**src/rtl/gpio_share_pkg.sv**
```systemverilog
package gpio_share_pkg;

    // who currently holds the shared pins
    typedef enum logic [1:0] {
        OWN_NONE = 2'd0,
        OWN_JTAG = 2'd1,
        OWN_SPI  = 2'd2,
        OWN_GPIO = 2'd3
    } owner_e;

    localparam int unsigned DEF_PINS = 3;

endpackage

```
**src/rtl/gpio_in_sync.sv**
```systemverilog
module gpio_in_sync #(
    parameter int unsigned NUM_PINS = 3,
    parameter int unsigned STAGES   = 2
) (
    input  logic                clk,
    input  logic                rst_n,
    input  logic [NUM_PINS-1:0] pin_i,
    output logic [NUM_PINS-1:0] sync_o
);
    localparam int unsigned LAST = STAGES - 1;

    logic [STAGES-1:0][NUM_PINS-1:0] chain_d, chain_q;

    always_comb begin
        chain_d[0] = pin_i;
        for (int s = 1; s < STAGES; s++) begin
            chain_d[s] = chain_q[s-1];
        end
    end

    always_ff @(posedge clk or negedge rst_n) begin
        if (!rst_n) chain_q <= '0;
        else        chain_q <= chain_d;
    end

    assign sync_o = chain_q[LAST];

endmodule

```
**src/rtl/gpio_port_ctrl.sv**
```systemverilog
module gpio_port_ctrl #(
    parameter int unsigned NUM_PINS = 3
) (
    input  logic                clk,
    input  logic                rst_n,
    input  logic                jtag_active,
    input  logic                spi_active,
    input  logic                en_req,
    input  logic                dis_req,
    input  logic                wr_dir,
    input  logic                wr_val,
    input  logic [NUM_PINS-1:0] wr_data,
    output logic                port_en,
    output logic                refused,
    output logic [NUM_PINS-1:0] dir_mask,
    output logic [NUM_PINS-1:0] val_mask
);
    typedef struct packed {
        logic                en;
        logic                refused;
        logic [NUM_PINS-1:0] dir;
        logic [NUM_PINS-1:0] val;
    } port_st_t;

    port_st_t st_d, st_q;
    logic     engine_busy;
    logic     accept;

    always_comb begin
        engine_busy = jtag_active | spi_active;
        accept      = en_req & ~engine_busy & ~dis_req;
        st_d        = st_q;

        if (accept) begin
            st_d.en      = 1'b1;
            st_d.refused = 1'b0;
        end else if (en_req && engine_busy) begin
            st_d.refused = 1'b1;
        end

        if (dis_req || engine_busy) st_d.en = 1'b0;

        // writes only land while the port is on and stays on
        if (st_q.en && st_d.en) begin
            if (wr_dir) st_d.dir = wr_data;
            if (wr_val) st_d.val = wr_data;
        end

        if (!st_d.en) begin
            st_d.dir = '0;
            st_d.val = '0;
        end
    end

    always_ff @(posedge clk or negedge rst_n) begin
        if (!rst_n) st_q <= '0;
        else        st_q <= st_d;
    end

    assign port_en  = st_q.en;
    assign refused  = st_q.refused;
    assign dir_mask = st_q.dir;
    assign val_mask = st_q.val;


    refuse_busy_chk: assert property (@(posedge clk) disable iff (!rst_n)
        (en_req && (jtag_active || spi_active)) |=> (refused && !port_en));


    busy_forces_off_chk: assert property (@(posedge clk) disable iff (!rst_n)
        (jtag_active || spi_active) |=> !port_en);


    disable_wins_chk: assert property (@(posedge clk) disable iff (!rst_n)
        dis_req |=> (!port_en && dir_mask == '0 && val_mask == '0));


    accept_idle_chk: assert property (@(posedge clk) disable iff (!rst_n)
        (en_req && !dis_req && !jtag_active && !spi_active) |=> (port_en && !refused));

endmodule

```
**src/rtl/gpio_pin_mux.sv**
```systemverilog
module gpio_pin_mux
    import gpio_share_pkg::*;
#(
    parameter int unsigned NUM_PINS = 3
) (
    input  logic                port_en,
    input  logic                jtag_active,
    input  logic                spi_active,
    input  logic [NUM_PINS-1:0] dir_mask,
    input  logic [NUM_PINS-1:0] val_mask,
    input  logic [NUM_PINS-1:0] cs_oe,
    input  logic [NUM_PINS-1:0] cs_val,
    output logic [NUM_PINS-1:0] pin_oe,
    output logic [NUM_PINS-1:0] pin_o
);
    owner_e owner;

    always_comb begin
        if (port_en && !jtag_active && !spi_active) owner = OWN_GPIO;
        else if (spi_active)                        owner = OWN_SPI;
        else if (jtag_active)                       owner = OWN_JTAG;
        else                                        owner = OWN_NONE;
    end

    for (genvar p = 0; p < NUM_PINS; p++) begin : g_pin
        always_comb begin
            unique case (owner)
                OWN_GPIO: begin
                    pin_oe[p] = dir_mask[p];
                    pin_o[p]  = val_mask[p];
                end
                OWN_SPI: begin
                    pin_oe[p] = cs_oe[p];
                    pin_o[p]  = cs_val[p];
                end
                default: begin
                    pin_oe[p] = 1'b0;
                    pin_o[p]  = 1'b0;
                end
            endcase
        end
    end

endmodule

```
**src/rtl/gpio_share_ctrl.sv**
```systemverilog
module gpio_share_ctrl
    import gpio_share_pkg::*;
#(
    parameter int unsigned NUM_PINS    = DEF_PINS,
    parameter int unsigned SYNC_STAGES = 2
) (
    input  logic                clk,
    input  logic                rst_n,
    input  logic                jtag_active,
    input  logic                spi_active,
    input  logic                gpio_en_req,
    input  logic                gpio_dis_req,
    input  logic                gpio_wr_dir,
    input  logic                gpio_wr_val,
    input  logic [NUM_PINS-1:0] gpio_wr_data,
    input  logic [NUM_PINS-1:0] spi_cs_oe,
    input  logic [NUM_PINS-1:0] spi_cs_val,
    input  logic [NUM_PINS-1:0] pin_i,
    output logic [NUM_PINS-1:0] pin_o,
    output logic [NUM_PINS-1:0] pin_oe,
    output logic                port_en,
    output logic                en_refused,
    output logic [NUM_PINS-1:0] rd_data
);
    logic [NUM_PINS-1:0] dir_mask;
    logic [NUM_PINS-1:0] val_mask;

    gpio_port_ctrl #(.NUM_PINS(NUM_PINS)) u_ctrl (
        .clk        (clk),
        .rst_n      (rst_n),
        .jtag_active(jtag_active),
        .spi_active (spi_active),
        .en_req     (gpio_en_req),
        .dis_req    (gpio_dis_req),
        .wr_dir     (gpio_wr_dir),
        .wr_val     (gpio_wr_val),
        .wr_data    (gpio_wr_data),
        .port_en    (port_en),
        .refused    (en_refused),
        .dir_mask   (dir_mask),
        .val_mask   (val_mask)
    );

    gpio_pin_mux #(.NUM_PINS(NUM_PINS)) u_mux (
        .port_en    (port_en),
        .jtag_active(jtag_active),
        .spi_active (spi_active),
        .dir_mask   (dir_mask),
        .val_mask   (val_mask),
        .cs_oe      (spi_cs_oe),
        .cs_val     (spi_cs_val),
        .pin_oe     (pin_oe),
        .pin_o      (pin_o)
    );

    gpio_in_sync #(.NUM_PINS(NUM_PINS), .STAGES(SYNC_STAGES)) u_sync (
        .clk   (clk),
        .rst_n (rst_n),
        .pin_i (pin_i),
        .sync_o(rd_data)
    );


    jtag_releases_chk: assert property (@(posedge clk) disable iff (!rst_n)
        (jtag_active && !spi_active) |-> (pin_oe == '0));


    off_port_idle_chk: assert property (@(posedge clk) disable iff (!rst_n)
        (!port_en && !spi_active) |-> (pin_oe == '0 && pin_o == '0));


    spi_cs_follow_chk: assert property (@(posedge clk) disable iff (!rst_n)
        spi_active |-> (pin_oe == spi_cs_oe && pin_o == spi_cs_val));

endmodule

```
**config.mk**
```make
export PLATFORM = sky130hd
export DESIGN_NAME = gpio_share_ctrl
export DESIGN_NICKNAME = d
export VERILOG_FILES = /design/src/rtl/gpio_share_pkg.sv /design/src/rtl/gpio_in_sync.sv /design/src/rtl/gpio_port_ctrl.sv /design/src/rtl/gpio_pin_mux.sv /design/src/rtl/gpio_share_ctrl.sv
export SDC_FILE = /design/constraint.sdc
export NUM_CORES = 1
export LEC_CHECK = 0
export ABC_CLOCK_PERIOD_IN_PS = 1200
export BUFFER_PORTS_ARGS = -buffer_cell sky130_fd_sc_hd__buf_4
export CAP_MARGIN = 5
export CORE_MARGIN = 10
export CORE_UTILIZATION = 44
export CTS_CLUSTER_SIZE = 8
export DETAILED_ROUTE_END_ITERATION = 16
export GPL_ROUTABILITY_DRIVEN = 1
export PLACE_DENSITY = 0.78
export SYNTH_ARGS = -nofsm -noshare
export SYNTH_HDL_FRONTEND = slang
export SYNTH_SLANG_ARGS = --single-unit
```
**constraint.sdc**
```tcl
create_clock -name clk -period 1.2 [get_ports clk]
set_input_delay 0.18 -clock clk [delete_from_list [all_inputs] [get_ports clk]]
set_output_delay 0.18 -clock clk [all_outputs]
set_load 0.01 [all_outputs]
```
Yosys cells after proc, flatten, opt, wreduce, memory -nomap -nowiden
Index checks and enable logic that the tools add are counted.
{"block": "totals", "register_bits": 14, "inputBits": 20, "output_inout_bits": 11, "wordCells": 43}
{"block": "op_classes", "eq_ne": 5, "mux": 17, "n_bitwise": 5, "reduce_logical": 10}
{"op": "$mux 6", "count": 2}
{"op": "$pmux 1 s2", "count": 6}
{"op": "$mux 3", "count": 2}
{"op": "$ne 2x2->1 const B", "count": 3}
{"op": "$mux 1", "count": 5}
{"op": "$eq 2x2->1 const B", "count": 2}
{"op": "$logic_and 1x1->1", "count": 4}
{"op": "$mux 2", "count": 2}
{"op": "$reduce_and 2->1", "count": 2}
{"op": "$and 1x1->1", "count": 2}
{"op": "$logic_not 1->1", "count": 2}
{"op": "$not 1->1", "count": 2}
{"op": "$reduce_bool 2->1", "count": 1}
{"op": "$logic_or 1x1->1", "count": 1}
{"op": "$or 1x1->1", "count": 1}

Depth between registers and ports, before layout
Gate-level depths: netlist (run 1).
{"block": "depth", "depth_word": 9, "mapped_depth": 3, "mapped_depth_nobuf": 2}

By module
Synthesis (run 1) repeated with hierarchy kept, for this count alone.
{"block": "hier_totals", "hier_cells": 61, "area_unflattened_um2": 683.2}
{"module": "gpio_port_ctrl", "n_inst": 1, "cells_per_inst": 35, "area_per_inst_um2": 422.9, "seq_area_each_um2": 200.2}
{"module": "gpio_in_sync", "n_inst": 1, "cells_per_inst": 6, "area_per_inst_um2": 150.1, "seq_area_each_um2": 150.1}
{"module": "gpio_pin_mux", "n_inst": 1, "cells_per_inst": 20, "area_per_inst_um2": 110.1, "seq_area_each_um2": 0.0}

Worst setup path after synthesis (run 1)
No wires, ideal clock.
{"block": "synth_path", "path_type": "register -> register", "startpoint": "register u_ctrl.st_q, in the netlist u_ctrl.port_en", "endpoint": "register u_ctrl.st_q, in the netlist u_ctrl.dir_mask[0]", "setup_time_ns": 0.087, "t_arrival_ns": 1.010, "required_time_ns": 1.113, "slack_ns": 0.103, "stages_incl_launch_ff": 4, "path_buffers": 1, "synth_period_minus_slack_ns": 1.097, "path_cell_list": "dfrtp_1 buf_2 a21bo_2 a211oi_2"}
{"block": "synth_via", "elab_chain_cells": 5, "elab_cells_between_ends": 7, "cone_classes": "eq/ne: 2; mux: 3; reduce/logical: 2"}
{"item": "start, declared", "line_no": "gpio_port_ctrl.sv:25", "text": "port_st_t st_d, st_q;"}
{"item": "start signal, assigned", "line_no": "gpio_port_ctrl.sv:57", "text": "else st_q <= st_d;"}
{"item": "$mux 1", "line_no": "gpio_port_ctrl.sv:34", "text": "if (accept) begin"}
{"item": "$mux 1", "line_no": "gpio_port_ctrl.sv:41", "text": "if (dis_req || engine_busy) st_d.en = 1'b0;"}
{"item": "$logic_and 1x1->1", "line_no": "gpio_port_ctrl.sv:44", "text": "if (st_q.en && st_d.en) begin"}
{"item": "$ne 2x2->1 (no source line)"}
{"item": "$reduce_and 2->1 (no source line)"}
Several ways; a longest one is shown, not always the timed one.
A chain may end at the register's enable or synchronous reset.

Worst setup path in the final report (run 1)
{"block": "layout_path", "startpoint": "register u_ctrl.st_q, in the netlist u_ctrl.port_en", "endpoint": "output port pin_o[0]"}
{"block": "layout_via", "elab_chain_cells": 5, "elab_cells_between_ends": 6, "cone_classes": "eq/ne: 2; mux: 2; reduce/logical: 2"}
{"item": "$logic_and 1x1->1 * (2 in series)", "line_no": "gpio_pin_mux.sv:19", "text": "if (port_en && !jtag_active && !spi_active) owner = OWN_GPIO;"}
{"item": "$mux 2 *", "line_no": "gpio_pin_mux.sv:19"}
{"item": "$eq 2x2->1", "line_no": "gpio_pin_mux.sv:27", "text": "unique case (owner)"}
{"item": "$pmux 1 s2 *", "line_no": "gpio_pin_mux.sv:27"}
{"item": "end, declared", "line_no": "gpio_share_ctrl.sv:19", "text": "output logic [NUM_PINS-1:0] pin_o,"}
Every way passes the cells marked *; elsewhere a longest branch is shown, timed or not.

==> results.toml, run 1 <==
[critical_path]
cp.arrival_ns = 1.04
worstPathRequired_ns = 1.02
reg2reg_depth = 4
crit_path_end_kind = "output pin"
r2r_end = "u_ctrl.dir_mask[0]$_DFFE_PN0P_"
cp-start-kind = "register"
r2r_start = "u_ctrl.port_en$_DFF_PN0_"
reg2reg_slack_ns = 0.01
cp_max_fo = 6
path_class = "register to output pin"

[worst_hold_path]
min_path_cells = 3
min_from = "jtag_active"
hold_class = "primary input to register"
hold_end = "u_ctrl.refused$_DFFE_PN0P_"

[pwr]
ir_drop_v = 0.000719
power.leakage_nw = 0.464
power_density_nw_per_um2 = 969

[synthesis]
synth_largest_area_cell = "dfrtp_1"
postSynthCellCount = 61
avgSynthCellArea_um2 = 10.9
netlist.area_leader.share_pct = 52.9
synth_seq_cells = 14
yosysMostFrequentCell = "dfrtp_1"
ys_top_cells_by_count = "dfrtp_1, nand2b_1, o21ai_1"
synth-seq-area-share_pct = 52.9
yosysUniqueCellTypes = 15
yosys-top-cells-area = "dfrtp_1, a211oi_2, a21bo_2, nand2b_1, o21ai_1"
ys_warn_count = 0
ys.flop_type = "dfrtp_1"
async_flop_share_pct = 100
synth_edf_count = 0
synth_nets = 81
syn_area_um2 = 662

[placement]
port_buffers = 30
placed_area_um2 = 907
dpl.cell_count = 105
gp_congestion = 0.755
dp_hpwl_mm = 1.37

[routing]
drc = 0
dr.pass1.iters = 4
avgRoutedWirePerCell_um = 16.8
routed_via_density = 5.29
ant_nets = 0
routed_wl_mm = 1.92
num_vias = 603
drt_iter0_markers = 9

[global_routing]
grt-ovfl-total = 0
grt_pass1_wl_mm = 3.10
grt_usage_pct = 11.7
grt_max_degree = 15
antenna_found_initial = 0
first_global_vias = 650

[sta]
rsz0062_at_grt = "yes"
timing.final.ws_setup_ns = -0.0192
worst-slew-pin-transition_ns = 0.389
drv_slew = 0
max_freq_mhz = 820
fin_hold_ws_ns = 0.202
timing.final.crit_share_pct = 102
period_needed_ns = 1.22
finalHoldViolations = 0
slew_headroom_pct = 74.0
fin_skew_ns = 0.00141
setup_viol = 5

[clock_tree]
clkTransAtPathRegs_ns = 0.08
clockBufferDepth = 2
cts_tree = "done"
cts-root-buf = "clkbuf_4"
clk_latency_ns = 0.27
h-tree-depth = 1
cts_sinks = 14
cts_made_buffers = 3

[floorplan]
dieWidth_um = 58.8
dieArea_um2 = 3460
start_util_pct = 48.4
rows = 13
core_area_um2 = 1370
dieHeight_um = 58.8
ios = 31

[finish]
nFillCells = 103
nNetsFinal = 120
n_antenna_cell = 0
drive_gt1_share_pct = 56.6
postLayoutCellArea_um2 = 1030
fin_cells = 114
areaGrowthSynthToFinish_pct = 55.0

[status]
violations = "setup timing"
status = "finished with violations"

[job]
max_cap_violations = 0
==> cells by family after synthesis <==
family,synth area share [%]
and+or+nand+nor,18.0
AOI/OAI and AO/OA,26.5
buffers and inverters,2.65
DFF,52.9
==> layer usage <==
metal  track usage (%)  vias up  part of all wire (%)
li1                  -      288                     -
met1              12.8      285                    42
met2              18.5       28                    47
met3              4.72        2                   9.8
met4              6.89        0                   1.3
met5                 0        -                     0
==> metrics by stage <==
| step | setup slack, ns | setup TNS (ns) | total power (W) | utilization, % |
|---|---|---|---|---|
| global route | -0.0882 | -0.792 | 0.00104 | 75.1 |
| finish | -0.0192 | -0.0620 | 0.000995 | 75.1 |
| floorplan | 0.103 | 0 | 0.000548 | - |
| detailed placement | 0.0658 | 0 | 0.000656 | 66.4 |
| CTS | -0.0164 | -0.0500 | 0.00100 | 73.7 |
| global placement | 0.0978 | 0 | 0.000651 | 66.4 |
==> flip-flops by register name, indices dropped and copies added (netlist names) <==
signal           flops
u_ctrl.dir_mask      3
u_ctrl.port_en       1
u_ctrl.refused       1
u_ctrl.val_mask      3
u_sync.chain_d       3
u_sync.sync_o        3
==> worst max-delay path: stages, from the launching register on <==
cell and delay (ns):
dfrtp_1 0.40, nand2b_4 0.10, o21ai_2 0.13, buf_4 0.13
==> repair_timing <==
action	CTS	global route
hold endpoints to repair	16	1
resized for setup	6	2
hold buffers	3	1
endpoints found under the setup margin	6	14
buffers inserted	1	0
pin swaps	7	3
==> how the worst max path moves through the flow <==
stage / to / slack, ns / start
global placement: u_ctrl.dir_mask[2]$_DFFE_PN0P_ / 0.1 / spi_active
finish: pin_o[0] / -0.02 / u_ctrl.port_en$_DFF_PN0_
floorplan: u_ctrl.dir_mask[0]$_DFFE_PN0P_ / 0.10 / u_ctrl.port_en$_DFF_PN0_
CTS: pin_oe[0] / -0.02 / u_ctrl.port_en$_DFF_PN0_
global route: pin_o[0] / -0.09 / u_ctrl.port_en$_DFF_PN0_
detailed placement: u_ctrl.val_mask[0]$_DFFE_PN0P_ / 0.07 / spi_active
==> placed cells by master (no fill, tap or decap) <==
master and count:
nor2_4 1, nand2_1 6, nand3_1 6, nand2b_4 1, dfrtp_1 14, clkbuf_4 3, a21bo_2 6, o21ai_2 5
o21ai_1 2, nor2b_1 1, clkbuf_8 1, a211oi_2 6, nor2_1 1, o21ai_0 1, buf_6 1, buf_4 32
nand2b_1 6, inv_1 1, or3_1 1, dlygate4sd3_1 4
==> report_power, final <==
group,internal [W],leakage (nW),switching (W),total [W]
combinational,0.0000946,0.265,0.0000818,0.000176
sequential,0.000486,0.178,0.00000611,0.000492
clock,0.000184,0.0210,0.000142,0.000326
total,0.000765,0.464,0.000230,0.000995
==> layout make-up <==
| cell class | count | area, um^2 | area share (%) |
|---|---|---|---|
| Clock buffer | 4 | 36.3 | 3.54 |
| Inverter | 1 | 3.75 | 0.366 |
| Multi-Input combinational cell | 43 | 325 | 31.7 |
| Sequential cell | 14 | 350 | 34.1 |
| Tap cell | 15 | 18.8 | 1.83 |
| Timing Repair Buffer | 37 | 292 | 28.4 |
Note: power is estimated with default switching activity, not from simulation.
==> run 2: changes to the inputs <==
ABC_AREA = 1   (was unset)
CORE_UTILIZATION = 42   (was 44)
PLACE_DENSITY = 0.77   (was 0.78)
==> run 2 against run 1 <==
Against the previous run: the run still ends with setup timing left; clock-buffer cell count is the same; cell area shrank 4.9%; critical path type unchanged; first-iteration DRC count grew 44%.
==> results.toml, run 2 <==
[sta]
fin_hold_ws_ns = 0.135
setup_viol = 5
timing.final.ws_setup_ns = -0.0868
tns_ns = -0.273
slew_headroom_pct = 82.8
timing.final.crit_share_pct = 107
period_needed_ns = 1.29
max_freq_mhz = 777
worst-slew-pin-transition_ns = 0.257
drv_slew = 0
finalHoldViolations = 0
rsz0062_at_grt = "yes"
fin_skew_ns = 0.00390

[clock_tree]
clkTransAtPathRegs_ns = 0.09
h-tree-depth = 1
clk_latency_ns = 0.28
clockBufferDepth = 2
cts_made_buffers = 3
cts-root-buf = "clkbuf_4"
cts_sinks = 14
cts_tree = "done"

[critical_path]
cp_top_family = "flip-flops"
crit_path_end_kind = "output pin"
cp_max_fo = 5
cpPeakStageDelay_ns = 0.45
path_class = "register to output pin"
cp.arrival_ns = 1.11
critPathMostFrequentCell = "buf_6"
cp-start-kind = "register"
path_cells = "buf_6 -> nand3_2 -> nand2_2 -> buf_6"
worstPathRequired_ns = 1.02
worst-path-buf-inv = 2
crit_slowest_cell = "dfrtp_2"

[routing]
num_vias = 569
ant_nets = 0
routed_wl_mm = 1.66
dr.pass1.iters = 4
routed_via_density = 4.78
drt_iter0_markers = 13
avgRoutedWirePerCell_um = 14.0
drc = 0

[synthesis]
syn_area_um2 = 594
ys_warn_count = 0
ys_top_cells_by_count = "nand2_1, nand3_1, dfrtp_1, inv_1"
synth_edf_count = 0
yosysUniqueCellTypes = 10
yosys-top-cells-area = "dfrtp_1, nand3_1, nand2_1, nor2_4, inv_1"
synth_seq_cells = 14
postSynthCellCount = 64
netlist.area_leader.share_pct = 58.9
avgSynthCellArea_um2 = 9.29
yosysMostFrequentCell = "nand2_1"
ys.flop_type = "dfrtp_1"
synth_largest_area_cell = "dfrtp_1"
async_flop_share_pct = 100
synth_nets = 84
synth-seq-area-share_pct = 58.9

[global_routing]
grt_pass1_wl_mm = 2.46
first_global_vias = 581
grt-ovfl-total = 0
antenna_found_initial = 0
grt_usage_pct = 9.16
grt_max_degree = 15

[pwr]
power.leakage_nw = 0.534
ir_drop_v = 0.000695
power_density_nw_per_um2 = 1020

[job]
max_cap_violations = 0

[floorplan]
rows = 13
ios = 31
dieHeight_um = 57.6
dieArea_um2 = 3320
start_util_pct = 45.1
core_area_um2 = 1320
dieWidth_um = 57.6

[finish]
n_antenna_cell = 0
utilization_pct = 74.1
final_cell_mix = "buf_4, nand2_1, nand3_1"
fin_cells = 119
areaGrowthSynthToFinish_pct = 64.2
drive_gt1_share_pct = 48.1
final_common_cell = "buf_4"
nNetsFinal = 125

[worst_hold_path]
hold_class = "primary input to register"

[placement]
gp_congestion = 0.710
port_buffers = 30
dpl.cell_count = 107
dp_hpwl_mm = 1.23

[status]
violations = "setup timing"
status = "finished with violations"
## run 2: changes by cell type after synthesis, sizes merged, moves of 3 or more
cell,change
a211oi,-6
a21bo,-6
inv,+3
nand2,+15
nand2b,-7
nand3,+12
o21ai,-6
## run 2: layout make-up
cell class / count / area, um^2
Clock buffer: 4 / 36.3
Fill cell: 85 / 342
Inverter: 4 / 15.0
Multi-Input combinational cell: 44 / 240
Sequential cell: 14 / 352
Tap cell: 15 / 18.8
Timing Repair Buffer: 38 / 314
## run 2: where the power goes
group / switching, W / leakage (nW) / internal (W) / total (W)
Clock: 0.000154 / 0.0210 / 0.000184 / 0.000338
Sequential: 0.00000584 / 0.176 / 0.000486 / 0.000492
Combinational: 0.0000723 / 0.336 / 0.0000923 / 0.000165
## run 2: per-stage QoR
stage               instance area (um^2)  setup WS (ns)  power [W]
floorplan                            594         0.0625   0.000544
global placement                     822          0.105   0.000640
detailed placement                   822         0.0439   0.000642
CTS                                  907        -0.0363   0.000991
global route                         976         -0.126    0.00104
finish                               976        -0.0868   0.000995
## run 2: path summary, 6_finish.rpt
path | start | to | slack, ns | cells past startpoint
setup / recovery | u_ctrl.port_en$_DFF_PN0_ | pin_oe[2] | -0.09 | 4
min in group asynchronous | rst_n | u_ctrl.dir_mask[0]$_DFFE_PN0P_ | 0.30 | 2
hold reg to reg | u_sync.chain_d[5]$_DFF_PN0_ | u_sync.sync_o[2]$_DFF_PN0_ | 0.35 | 0
hold / removal | gpio_wr_data[0] | u_ctrl.val_mask[0]$_DFFE_PN0P_ | 0.13 | 3
setup reg to reg | u_ctrl.port_en$_DFF_PN0_ | u_ctrl.dir_mask[2]$_DFFE_PN0P_ | 0.07 | 5
max in group asynchronous | rst_n | u_ctrl.port_en$_DFF_PN0_ | 0.72 | 2
## run 2: tightest hold or removal path, delay by kind of cell
family,cells,cell delay [ns]
and+or+nand+nor,2,0.12
buffers and inverters,1,0.08
## run 2: cell families (layout without fill, tap and decap cells)
logic type	Yosys count	in the layout	share of synthesized area, %
buffers and inverters	6	46	5.26
AND/OR/NAND/NOR	42	42	34.1
flip-flops	14	14	58.9
AO/OA/AOI/OAI	2	2	1.68
## run 2: repair_timing
action	CTS	global route
pin swaps	0	3
endpoints found under the setup margin	6	6
hold endpoints to repair	17	0
setup buffers	1	3
gates resized for setup	1	15
hold buffers	4	0
## run 2: routing by layer
metal	GRT usage (%)	vias to the layer above	share of wire (%)
li1	-	291	-
met1	9.64	264	39
met2	16.1	12	56
met3	2.40	2	4.2
met4	5.03	0	0.72
met5	0	-	0
==> run 3: changes to the inputs <==
ABC_CLOCK_PERIOD_IN_PS = 1160   (was 1200)
CORE_UTILIZATION = 38   (was 42)
PLACE_DENSITY = 0.74   (was 0.77)
clock period = 1.16 ns   (was 1.2 ns; I/O delays follow)
==> run 3 against run 2 <==
Against the previous run: total power rose by 4.9%; critical path depth did not move; the flow still finishes with violations (setup timing); register-to-register slack improved by 0.04 ns; non-clock buffer count fell by 2; critical endpoint unchanged.
==> results.toml, run 3 (synthesized netlist as in run 2, its figures left out) <==
[sta]
finalHoldViolations = 0
max_freq_mhz = 801
fin_skew_ns = 0.0101
period_needed_ns = 1.25
timing.final.crit_share_pct = 108
rsz0062_at_grt = "yes"
drv_slew = 0
slew_headroom_pct = 78.5
setup_viol = 6
worst-slew-pin-transition_ns = 0.321
timing.final.ws_setup_ns = -0.0879

[finish]
nFillCells = 121
areaGrowthSynthToFinish_pct = 67.6
utilization_pct = 66.9
final_cell_mix = "buf_4, nand2_1, dfrtp_1"
n_antenna_cell = 0
nNetsFinal = 123
drive_gt1_share_pct = 51.0
final_common_cell = "buf_4"

[status]
status = "finished with violations"
violations = "setup timing"

[pwr]
power_density_nw_per_um2 = 1050
totalPowerFinal_w = 0.00104
ir_drop_v = 0.000811
power.leakage_nw = 0.524

[worst_hold_path]
hold_class = "primary input to register"

[clock_tree]
cts_made_buffers = 3
clk_latency_ns = 0.29
cts_tree = "done"
cts-root-buf = "clkbuf_4"
clockBufferDepth = 2
h-tree-depth = 1
clkTransAtPathRegs_ns = 0.09
cts_sinks = 14

[critical_path]
cpPeakStageDelay_ns = 0.37
path_class = "register to output pin"
worstPathRequired_ns = 0.99
cp.arrival_ns = 1.07
path_cells = "buf_6 -> nand3_2 -> nand2_2 -> buf_6"
cp_max_fo = 7
critPathMostFrequentCell = "buf_6"
cp-start-kind = "register"
crit_path_end_kind = "output pin"
crit_slowest_cell = "dfrtp_1"

[routing]
drt_iter0_markers = 9
dr.pass1.iters = 4
routed_wl_mm = 1.75
num_vias = 574
ant_nets = 0
routed_via_density = 4.86
avgRoutedWirePerCell_um = 14.8
drc = 0

[placement]
gp_congestion = 0.747
port_buffers = 30
place_ws_ns = 0.0710
dp_hpwl_mm = 1.29

[global_routing]
grt-ovfl-total = 0
antenna_found_initial = 0
grt_max_degree = 15
first_global_vias = 585
grt_usage_pct = 9.71
grt_pass1_wl_mm = 2.67

[floorplan]
rows = 14
dieHeight_um = 59.5
core_area_um2 = 1490
start_util_pct = 39.9
ios = 31
dieWidth_um = 59.5
dieArea_um2 = 3550

[job]
max_cap_violations = 0
[run 3: cell types whose count changed in the layout (fill, tap and decap cells not counted), moves of 2 or more]
cell     previous run  this run
buf_4              29        25
buf_6               5         7
nand3_1            15        12
nand3_2             3         5
[run 3: worst paths after layout]
check | cells past startpoint | end | start | slack, ns
worst max register to register | 5 | u_ctrl.val_mask[0]$_DFFE_PN0P_ | u_ctrl.port_en$_DFF_PN0_ | 0.11
max in group asynchronous | 2 | u_ctrl.dir_mask[2]$_DFFE_PN0P_ | rst_n | 0.71
worst max-delay path | 4 | pin_oe[2] | u_ctrl.port_en$_DFF_PN0_ | -0.09
worst min register to register | 0 | u_sync.sync_o[2]$_DFF_PN0_ | u_sync.chain_d[5]$_DFF_PN0_ | 0.36
min in group asynchronous | 2 | u_sync.chain_d[3]$_DFF_PN0_ | rst_n | 0.27
worst min-delay path | 3 | u_ctrl.refused$_DFFE_PN0P_ | gpio_dis_req | 0.13
[run 3: through the flow]
stage | hold WS (ns) | area [um^2] | std cells | TNS (ns)
after floorplan | -0.122 | 594 | 64 | 0
after CTS | 0.123 | 973 | 118 | -0.498
final | 0.127 | 996 | 118 | -0.498
after detailed placement | 0.0330 | 831 | 109 | 0
after global placement | 0.0302 | 831 | 109 | 0
after global routing | 0.130 | 996 | 118 | -0.693
[run 3: layout make-up]
type / instances / area [um^2] / share of cell area, %
Tap cell: 16 / 20.0 / 2.01
Multi-Input combinational cell: 44 / 268 / 26.9
Clock buffer: 4 / 36.3 / 3.64
Inverter: 4 / 15.0 / 1.51
Timing Repair Buffer: 36 / 307 / 30.8
Sequential cell: 14 / 350 / 35.2
[run 3: timing repair]
item / in CTS / in global routing
endpoints found under the setup margin: 6 / 11
hold endpoints to repair: 17 / 0
hold buffers: 4 / 0
pin swaps: 3 / 3
buffers inserted: 1 / 1
gates resized for setup: 14 / 7
[run 3: routing by layer]
layer,track usage (%),vias up,part of all wire (%)
met5,0,-,0
met4,3.53,0,1.1
met3,3.43,2,6.2
met2,17.5,18,53
met1,9.95,270,40
li1,-,284,-
[run 3: critical path: cells and delay by family, from the launching register on]
family	cells	cell delay (ns)
buf+inv	2	0.24
flops	1	0.37
simple gates	2	0.17
[run 3: power by group]
part	leakage, nW	internal (W)	switching [W]	total, W
sequential	0.178	0.000503	0.00000559	0.000508
clock	0.0210	0.000191	0.000167	0.000358
combinational	0.325	0.0000985	0.0000786	0.000177
total	0.524	0.000792	0.000251	0.00104
